**src/rtl/bseq_pkg.sv**
```systemverilog
// Shared types for the local bus cycle sequencer.
// Assumes: the state codes below are visible at the top-level port bus_state.
package bseq_pkg;
    typedef enum logic [2:0] {
        ST_IDLE  = 3'd0,
        ST_ADDR  = 3'd1,
        ST_DATA  = 3'd2,
        ST_WAIT  = 3'd3,
        ST_RECOV = 3'd4,
        ST_HOLD  = 3'd5
    } bseq_state_e;
endpackage

```
**src/rtl/bseq_beat_cnt.sv**
```systemverilog
// Beat counter: it counts the data beats left in the current burst half.
// Assumes: load and reload never coincide with beat_done.
module bseq_beat_cnt #(
    parameter int LEN_W = 3
) (
    input  logic             clk,
    input  logic             rst_n,
    input  logic             load,
    input  logic             reload,
    input  logic [LEN_W-1:0] len_in,
    input  logic             beat_done,
    output logic             last
);
    logic [LEN_W-1:0] cnt;
    logic [LEN_W-1:0] len_keep;

    // Keep the request length so an atomic write half can replay it.
    always_ff @(posedge clk) begin
        if (!rst_n)    len_keep <= '0;
        else if (load) len_keep <= len_in;
    end

    // Count down the remaining beats of the active half.
    always_ff @(posedge clk) begin
        if (!rst_n)                 cnt <= '0;
        else if (load)              cnt <= len_in;
        else if (reload)            cnt <= len_keep;
        else if (beat_done && !last) cnt <= cnt - 1'b1;
    end

    assign last = (cnt == '0);
endmodule

```
**src/rtl/bseq_lock_trk.sv**
```systemverilog
// Lock tracker: it holds the atomic lock, which half is active, and the direction.
// Assumes: final_done pulses once, when the last beat of a half completes.
module bseq_lock_trk (
    input  logic clk,
    input  logic rst_n,
    input  logic accept,
    input  logic req_atomic,
    input  logic req_write,
    input  logic final_done,
    output logic locked,
    output logic wr_half,
    output logic dir_wr
);
    logic plain_wr;

    // Update the lock and half flags at acceptance and at each half's final beat.
    always_ff @(posedge clk) begin
        if (!rst_n) begin
            locked  <= 1'b0;
            wr_half <= 1'b0;
        end else if (accept) begin
            locked  <= req_atomic;
            wr_half <= 1'b0;
        end else if (final_done && locked) begin
            if (!wr_half) begin
                wr_half <= 1'b1;
            end else begin
                locked  <= 1'b0;
                wr_half <= 1'b0;
            end
        end
    end

    // Latch the direction of a plain request; atomic requests start as a read.
    always_ff @(posedge clk) begin
        if (!rst_n)      plain_wr <= 1'b0;
        else if (accept) plain_wr <= req_write & ~req_atomic;
    end

    assign dir_wr = plain_wr | wr_half;
endmodule

```
**src/rtl/bseq_hold_gate.sv**
```systemverilog
// Hold gate: it decides whether the bus may be handed off this cycle.
// Assumes: at_boundary is true only in idle or on the cycle that completes recovery.
module bseq_hold_gate (
    input  logic at_boundary,
    input  logic hold_req,
    input  logic locked,
    output logic grant
);
    // Grant only at a cycle boundary and never while an atomic lock is held.
    always_comb grant = at_boundary & hold_req & ~locked;
endmodule

```
**src/rtl/bus_cycle_seq.sv**
```systemverilog
// Local bus cycle sequencer: it steps idle/address/data/wait/recovery/hold phases,
// stretches data beats and recovery through one ready/recover input, hands the bus to
// an external master, and keeps that master out of atomic sequences.
// Assumes: the core holds req_valid and its fields steady until req_accept.
module bus_cycle_seq
    import bseq_pkg::*;
#(
    parameter  int MAX_BEATS = 8,
    localparam int LEN_W     = (MAX_BEATS > 1) ? $clog2(MAX_BEATS) : 1
) (
    input  logic             clk,
    input  logic             rst_n,
    input  logic             req_valid,
    input  logic             req_write,
    input  logic             req_atomic,
    input  logic [LEN_W-1:0] req_len,
    output logic             req_accept,
    input  logic             bus_rdy_n,
    input  logic             hold_req,
    output logic             hold_ack,
    output logic             lock_n,
    output logic             bus_oe,
    output logic             bus_wr,
    output logic [2:0]       bus_state
);
    bseq_state_e state, state_nx;
    logic in_beat, beat_done, recov_done, at_boundary;
    logic grant, last, locked, wr_half, reload;

    // Decode the cycle events that drive the sub-blocks.
    always_comb begin
        in_beat     = (state == ST_DATA) || (state == ST_WAIT);
        beat_done   = in_beat && !bus_rdy_n;
        recov_done  = (state == ST_RECOV) && bus_rdy_n;
        at_boundary = (state == ST_IDLE) || recov_done;
        reload      = recov_done && locked;
        req_accept  = req_valid && at_boundary && !grant && !locked;
    end

    bseq_hold_gate u_hold (
        .at_boundary (at_boundary),
        .hold_req    (hold_req),
        .locked      (locked),
        .grant       (grant)
    );

    bseq_beat_cnt #(.LEN_W(LEN_W)) u_cnt (
        .clk       (clk),
        .rst_n     (rst_n),
        .load      (req_accept),
        .reload    (reload),
        .len_in    (req_len),
        .beat_done (beat_done),
        .last      (last)
    );

    bseq_lock_trk u_lock (
        .clk        (clk),
        .rst_n      (rst_n),
        .accept     (req_accept),
        .req_atomic (req_atomic),
        .req_write  (req_write),
        .final_done (beat_done && last),
        .locked     (locked),
        .wr_half    (wr_half),
        .dir_wr     (bus_wr)
    );

    // Next-phase selection.
    always_comb begin
        state_nx = state;
        unique case (state)
            ST_IDLE: begin
                if (grant)           state_nx = ST_HOLD;
                else if (req_accept) state_nx = ST_ADDR;
            end
            ST_ADDR: state_nx = ST_DATA;
            ST_DATA, ST_WAIT: begin
                if (bus_rdy_n) state_nx = ST_WAIT;
                else if (last) state_nx = ST_RECOV;
                else           state_nx = ST_DATA;
            end
            ST_RECOV: begin
                if (!bus_rdy_n)                  state_nx = ST_RECOV;
                else if (grant)                  state_nx = ST_HOLD;
                else if (reload || req_accept)   state_nx = ST_ADDR;
                else                             state_nx = ST_IDLE;
            end
            ST_HOLD: begin
                if (!hold_req)       state_nx = req_valid ? ST_RECOV : ST_IDLE;
            end
            default: state_nx = ST_IDLE;
        endcase
    end

    // Phase register.
    always_ff @(posedge clk) begin
        if (!rst_n) state <= ST_IDLE;
        else        state <= state_nx;
    end

    // Outputs decoded from the phase register and the lock flag.
    always_comb begin
        hold_ack  = (state == ST_HOLD);
        bus_oe    = (state != ST_HOLD);
        lock_n    = ~locked;
        bus_state = state;
    end


    no_hold_in_lock_chk: assert property (@(posedge clk) disable iff (!rst_n)
        hold_ack |-> lock_n);

    hold_at_boundary_chk: assert property (@(posedge clk) disable iff (!rst_n)
        $rose(hold_ack) |-> ($past(state) == ST_IDLE || $past(state) == ST_RECOV));

    lock_starts_addr_chk: assert property (@(posedge clk) disable iff (!rst_n)
        $fell(lock_n) |-> (state == ST_ADDR));

    wait_insert_chk: assert property (@(posedge clk) disable iff (!rst_n)
        (in_beat && bus_rdy_n) |=> (state == ST_WAIT));

    recov_stretch_chk: assert property (@(posedge clk) disable iff (!rst_n)
        (state == ST_RECOV && !bus_rdy_n) |=> (state == ST_RECOV));

    hold_no_accept_chk: assert property (@(posedge clk) disable iff (!rst_n)
        (state == ST_HOLD) |-> !req_accept);
endmodule

```
**config.mk**
```make
export PLATFORM = sky130hd
export DESIGN_NAME = bus_cycle_seq
export DESIGN_NICKNAME = d
export VERILOG_FILES = /design/src/rtl/bseq_pkg.sv /design/src/rtl/bseq_beat_cnt.sv /design/src/rtl/bseq_lock_trk.sv /design/src/rtl/bseq_hold_gate.sv /design/src/rtl/bus_cycle_seq.sv
export SDC_FILE = /design/constraint.sdc
export NUM_CORES = 1
export LEC_CHECK = 0
export BUFFER_PORTS_ARGS = -buffer_cell sky130_fd_sc_hd__buf_2
export CORE_MARGIN = 1.5
export CORE_UTILIZATION = 50
export DETAILED_ROUTE_END_ITERATION = 16
export GPL_TIMING_DRIVEN = 1
export PLACE_DENSITY = 0.75
export RECOVER_POWER = 50
export SETUP_SLACK_MARGIN = 0.3
export SKIP_CTS_REPAIR_TIMING = 1
export SYNTH_ARGS = -nofsm -noshare
export SYNTH_HDL_FRONTEND = slang
export SYNTH_HIERARCHICAL = 1
export SYNTH_SLANG_ARGS = --single-unit
export TNS_END_PERCENT = 10
```
**constraint.sdc**
```tcl
create_clock -name clk -period 2.4 [get_ports clk]
set_input_delay 0.36 -clock clk [delete_from_list [all_inputs] [get_ports clk]]
set_output_delay 0.36 -clock clk [all_outputs]
set_load 0.05 [all_outputs]
```
### After elaboration in Yosys (flattened, before gate mapping)

Cells that the tools add are included.

| word-level totals | value |
|---|---|
| bits in registers | 12 |

| operators by class | value |
|---|---|
| add/sub/neg operators | 1 |
| equal/unequal tests | 8 |
| multiplexer cells | 17 |
| bitwise logic cells | 7 |
| reduce and logical (&&, ||, !) cells | 25 |

Operators with widths:

| kind | number |
|---|---|
| 2-to-1 mux 3 bit | 11 |
| case mux 3 bit (5 select lines) | 1 |
| logical AND 1 bit | 9 |
| == test 3 x 2 -> 1 bit (second input constant) | 2 |
| == test 3 bit (second input constant) | 2 |
| logical NOT 3 bit | 2 |
| inequality test 3 bit (second input constant) | 2 |
| 2-to-1 mux 1 bit | 5 |
| logical NOT 1 bit | 4 |
| AND reduction 2 bit | 2 |
| nonzero test 2 bit | 2 |
| OR reduction 2 bit | 2 |
| AND 1 bit | 3 |
| == test 3 x 1 -> 1 bit (second input constant) | 1 |
| logical OR 1 bit | 3 |
| NOT 1 bit | 3 |
| nonzero test 3 bit | 1 |
| subtractor 3 x 1 -> 3 bit (second input constant) | 1 |
| inequality test 2 bit (second input constant) | 1 |
| bitwise OR 1 bit | 1 |

### Depth between registers and ports, before layout

| logic depth | value |
|---|---|
| depth after elaboration | 13 |
| depth in mapped cells | 8 |

### By module

The synthesis kept the hierarchy.

By module, submodules not included:

| module | instances | cells each | area an instance (µm²) |
|---|---|---|---|
| bseq_beat_cnt | 1 | 39 | 340.3 |
| bus_cycle_seq | 1 | 29 | 269.0 |
| bseq_lock_trk | 1 | 15 | 133.9 |
| bseq_hold_gate | 1 | 1 | 8.8 |

### Worst setup path before layout

OpenSTA, ideal clock, no wires.

| timing | value |
|---|---|
| kind | flip-flop to flip-flop |
| start point | reg state[2] (netlist: bus_state[2]) |
| end point | reg u_cnt.len_keep[2] |
| setup time | 0.122 ns |
| arrival | 3.113 ns |
| required time | 2.278 ns |
| setup slack | -0.836 ns |
| stages on the path, launching flop included | 9 |
| path buffers | 2 |
| path through | dfxtp_1 buf_6 nor2b_1 nor3_2 and3b_1 nor4b_2 buf_2 nand2b_1 a21boi_0 |

| between the ends | value |
|---|---|
| word-level cells in the longest chain between the ends | 8 |
| elaborated cells on any way between the ends | 10 |
| classes of those cells | eq/ne (1); bitwise (2); reduce/logical (7) |

Ends and longest elaborated chain:

| item | line | source |
|---|---|---|
| start, declared | bus_cycle_seq.sv:26 | `bseq_state_e state, state_nx;` |
| start signal, assigned | bus_cycle_seq.sv:99 | `else state <= state_nx;` |
| == test 3 bit | bus_cycle_seq.sv:34 | `recov_done = (state == ST_RECOV) && bus_rdy_n;` |
| logical AND 1 bit | bus_cycle_seq.sv:34 |  |
| logical OR 1 bit * | bus_cycle_seq.sv:35 | `at_boundary = (state == ST_IDLE) \|\| recov_done;` |
| named net at_boundary | bus_cycle_seq.sv:27 | `logic in_beat, beat_done, recov_done, at_boundary;` |
| AND 1 bit * (2 in a row) | bseq_hold_gate.sv:10 | `always_comb grant = at_boundary & hold_req & ~locked;` |
| named net grant | bus_cycle_seq.sv:28 | `logic grant, last, locked, wr_half, reload;` |
| logical NOT 1 bit * | bus_cycle_seq.sv:37 | `req_accept = req_valid && at_boundary && !grant && !locked;` |
| logical AND 1 bit * (2 in a row) | bus_cycle_seq.sv:37 |  |
| named net req_accept | bus_cycle_seq.sv:17 | `output logic req_accept,` |
| end signal, assigned | bseq_beat_cnt.sv:20 | `else if (load) len_keep <= len_in;` |
| end, declared | bseq_beat_cnt.sv:15 | `logic [LEN_W-1:0] len_keep;` |

Mark *: on every way through the listed nets, which the timed path passes. The rest lies on a longest branch.
A chain may end at the register's enable or synchronous reset.

### Worst setup path in the final report

| timing | value |
|---|---|
| start point | reg state[2] (netlist: bus_state[2]) |
| end point | out req_accept |

| between the ends | value |
|---|---|
| word-level cells in the longest chain between the ends | 8 |
| elaborated cells on any way between the ends | 10 |
| classes of those cells | eq/ne (1); bitwise (2); reduce/logical (7) |

Ends and longest elaborated chain:

| item | line |
|---|---|
| == test 3 bit | bus_cycle_seq.sv:34 |
| logical AND 1 bit | bus_cycle_seq.sv:34 |
| logical OR 1 bit * | bus_cycle_seq.sv:35 |
| named net at_boundary | bus_cycle_seq.sv:27 |
| AND 1 bit * (2 in a row) | bseq_hold_gate.sv:10 |
| named net grant | bus_cycle_seq.sv:28 |
| logical NOT 1 bit * | bus_cycle_seq.sv:37 |
| logical AND 1 bit * (2 in a row) | bus_cycle_seq.sv:37 |
| end, declared | bus_cycle_seq.sv:17 |

Marks and branches as above.

==> results <==
- The share of the synthesized area in the top cell type is 0.319.
- Walking the worst path, the cells encountered are nor2b_4, nor3_2, and3b_2, nor4b_4, buf_6.
- The mean instance size in the synthesized netlist is 8.95 µm².
- The wire length of the first global-routing pass is 2680 µm.
- The overall routing resource usage is 0.199.
- The top-level port count is 18.
- The clock transition at the registers of the reported paths is 80 ps.
- During synthesis, Yosys emitted a total of 6 warnings.
- CTS built an H-tree with a depth of 1.
- The remaining number of nets flagged by the antenna check after routing is 0.
- The tool flagged a number of max-cap violations equal to 0.
- For this configuration, the core starts out at a cell density of 0.557.
- The repair_antennas step left the layout with diodes totalling 0.
- The ratio of total power to cell area is 1250 nW/µm².
- Derived from the worst setup path, the maximum achievable clock frequency is 478 MHz.
- Prior to clock tree synthesis, the placed netlist has a worst setup slack of 428 ps.
- The number of max-slew violations in the final report came to 0.
- The die covers 1750 µm².
- The number of antenna violations at the first check in global routing came to 0.
- The net count after synthesis is 96.
- The number of fill cells is 131.
- The remaining design rule violation count is 0.
- The floorplan step set the die width to 41.8 µm.
- The aggregate routed wire length is 1600 µm.
- The fraction of the mapped netlist area in compound gates is 0.240.
- The detailed-route vias per instance is 5.59.
- At the worst endpoint, the required time is 2040 ps.
- The total power after layout is 1.15 mW.
- The dominant combinational cell family by area after synthesis is simple AND/OR/NAND/NOR gates.
- For this run, the leading register cell type out of synthesis is dfxtp_1.
- The count of mapped cells out of synthesis is 84.
- dfxtp_1 takes more of the synthesized area than any other cell.
- The kind of end point of the critical path is a primary output.
- The final core utilization is 0.677.
- After synthesis the netlist holds a flip-flop and latch count of 12.
- Routability-driven placement finished with a final weighted congestion of 0.749.
- The synthesized-area fraction occupied by xor and xnor cells is 0.0116.
- The number of global-route vias before repair is 628.
- The number of enable flip-flop cells after synthesis is 0.
- The total clock buffers created by CTS is 3.
- The maximum vdd ir drop is 0.586 mV.
- The clock period minus final worst setup slack is 2090 ps.
- Summed over all failing endpoints, the final setup total negative slack is 0 ps.
- The count of buffers added on input and output ports is 17.
- The synthesized-area fraction occupied by adder cells is 0.0333.
- Counting distinct cell types in the post-synthesis netlist gives 40.
- On the worst path, the slowest cell contributes a delay of 440 ps.
- In this run the worst hold path is classified as in -> reg.
- The number of cell rows is 13.
- Setup violations remaining at the end of the flow were counted as 0.
- The flow ran to the end, and the final reports show no timing, DRC or antenna violations.
- The simple logic cell fraction of the synthesized area is 0.324.
- Setup repair after global routing left no endpoint under its margin.
- The cell area after layout is 913 µm².
- The floorplan step defined a core boundary enclosing 1350 µm².
- The final count of hold timing violations is 0.
- The sequential-to-total area share from yosys stat is 0.319.
- The wire-length estimate of the detail-placed layout is 1150 µm.
- The mux share of post-synthesis cell area is 0.
- The worst max-slew margin expressed relative to the limit is 0.607.
- By area the synthesized netlist is led by dfxtp_1, nand2_1, inv_1.
- The CTS tree is built.
- The leakage power summed over all cells is 0.368 nW.
- The clock reaches the later pin of the worst-skew pair after 270 ps.
- The wire length per cell is 13.3 µm.
- The ratio of cells with drive above 1 in the final layout is 0.343.
- At the pin with the least slew margin, the transition time is 592 ps.
- The first TritonRoute pass finished after 2 iterations.
- The post-synthesis to final-layout area growth is 21.5%.
- Entering global routing, the biggest net connects 19 pins.
- The highest fanout seen on the critical path is 7.
- The share of async-settable or async-resettable flops after synthesis is 0.
- The total grt overflow is 0.
- The clock tree skew after final layout is 6.08 ps.
- The tree built by TritonCTS fans out to 12 sinks.
- The critical path is of the reg -> out type.
- By count the netlist is led by dfxtp_1, nand2_1, inv_1.
- The number of vias after detailed routing is 671.
- After layout, the worst setup slack is 309 ps.
- The slowest stage of the critical path is the dfxtp_1 cell.
- The number of nets in the layout is 118.
- Once placement finished, the instance area stood at 875 µm².
- The clock tree root buffer cell is clkbuf_4.
- For this block, the initial DRC count from the detailed router was 6.
- STA classifies the critical path startpoint as a register.
- Data on the critical path arrives at its endpoint at 1730 ps.
- The maximum root-to-sink buffer count is 2.
- The height of the die is 41.8 µm.
- After synthesis the cells add up to 752 µm².
- The fraction of the cycle the final worst path needs is 0.871.
-- state kept, by name (all words and copies together), names as in the netlist --
signal,count
u_cnt/len_keep,3
u_lock/plain_wr,1
u_cnt/cnt,3
u_lock/wr_half,1
u_lock/locked,1
bus_state,3
-- path summary, 6_finish.rpt --
kind                     startpoint                end  slack, ps  cells after the start
setup / recovery       bus_state[2]         req_accept        310                      5
hold / removal           req_len[0]  u_cnt/len_keep[0]        340                      3
setup reg to reg       bus_state[2]       u_cnt/cnt[2]        350                      7
hold reg to reg   u_cnt/len_keep[0]  u_cnt/len_keep[0]        490                      2
-- area by class of cell --
cell class	count	area [µm²]	area share
flip-flops and latches	12	243	0.266
inverters	7	26.3	0.0288
clock buffers	4	36.3	0.0397
repair buffers	20	104	0.114
multi-input cells	62	485	0.532
well taps	15	18.8	0.0205
-- power by group --
part / internal, mW / switching [mW] / leakage [nW] / total, mW
Clock: 0.0922 / 0.0723 / 0.0210 / 0.164
Combinational: 0.279 / 0.366 / 0.248 / 0.646
Sequential: 0.263 / 0.0721 / 0.0989 / 0.335
-- kinds of logic (layout without fill, tap and decap cells) --
family | count (synthesis) | count (layout)
XOR/XNOR | 1 | 1
AO/OA/AOI/OAI | 23 | 23
buffers and inverters | 10 | 31
AND/OR/NAND/NOR | 36 | 36
adder cells (fa/ha/maj) | 2 | 2
flip-flops | 12 | 12
-- per-layer routing --
layer  part of all wire  track usage  up-vias  wire length (µm)
li1                   -            -      344                 -
met1               0.48        0.245      309               772
met3              0.039       0.0391        2                62
met2               0.47        0.338       16               748
met5                  0            0        -                 0
met4             0.0094       0.0774        0                15
-- worst max-delay path: cells and delay by family (launching register included) --
family	cells	cell delay [ps]
buffers and inverters	1	200
flip-flops	1	440
AND/OR/NAND/NOR	4	810
-- metrics by stage --
stage | instances | hold slack [ps]
3_5_place_dp | 114 | 473
6_report | 120 | 341
3_3_place_gp | 114 | 461
5_1_grt | 120 | 342
2_1_floorplan | 84 | 449
4_1_cts | 118 | 338
-- cell usage in the layout, fill, tap and decap left out, types with 2 or more instances in the layout --
| cell | count |
|---|---|
| a21boi_1 | 2 |
| dfxtp_1 | 10 |
| or2_0 | 2 |
| clkbuf_4 | 3 |
| o21ai_1 | 2 |
| o21a_1 | 2 |
| and3b_2 | 2 |
| buf_4 | 2 |
| buf_2 | 10 |
| clkbuf_1 | 6 |
| a21boi_0 | 2 |
| ha_1 | 2 |
| inv_1 | 7 |
| nand2_1 | 9 |
| a31oi_1 | 3 |
| nand2b_1 | 3 |
| o41ai_1 | 2 |
| a21o_1 | 3 |
| nand2_2 | 3 |
| dfxtp_2 | 2 |
Note: power is estimated with default switching activity, not from simulation.
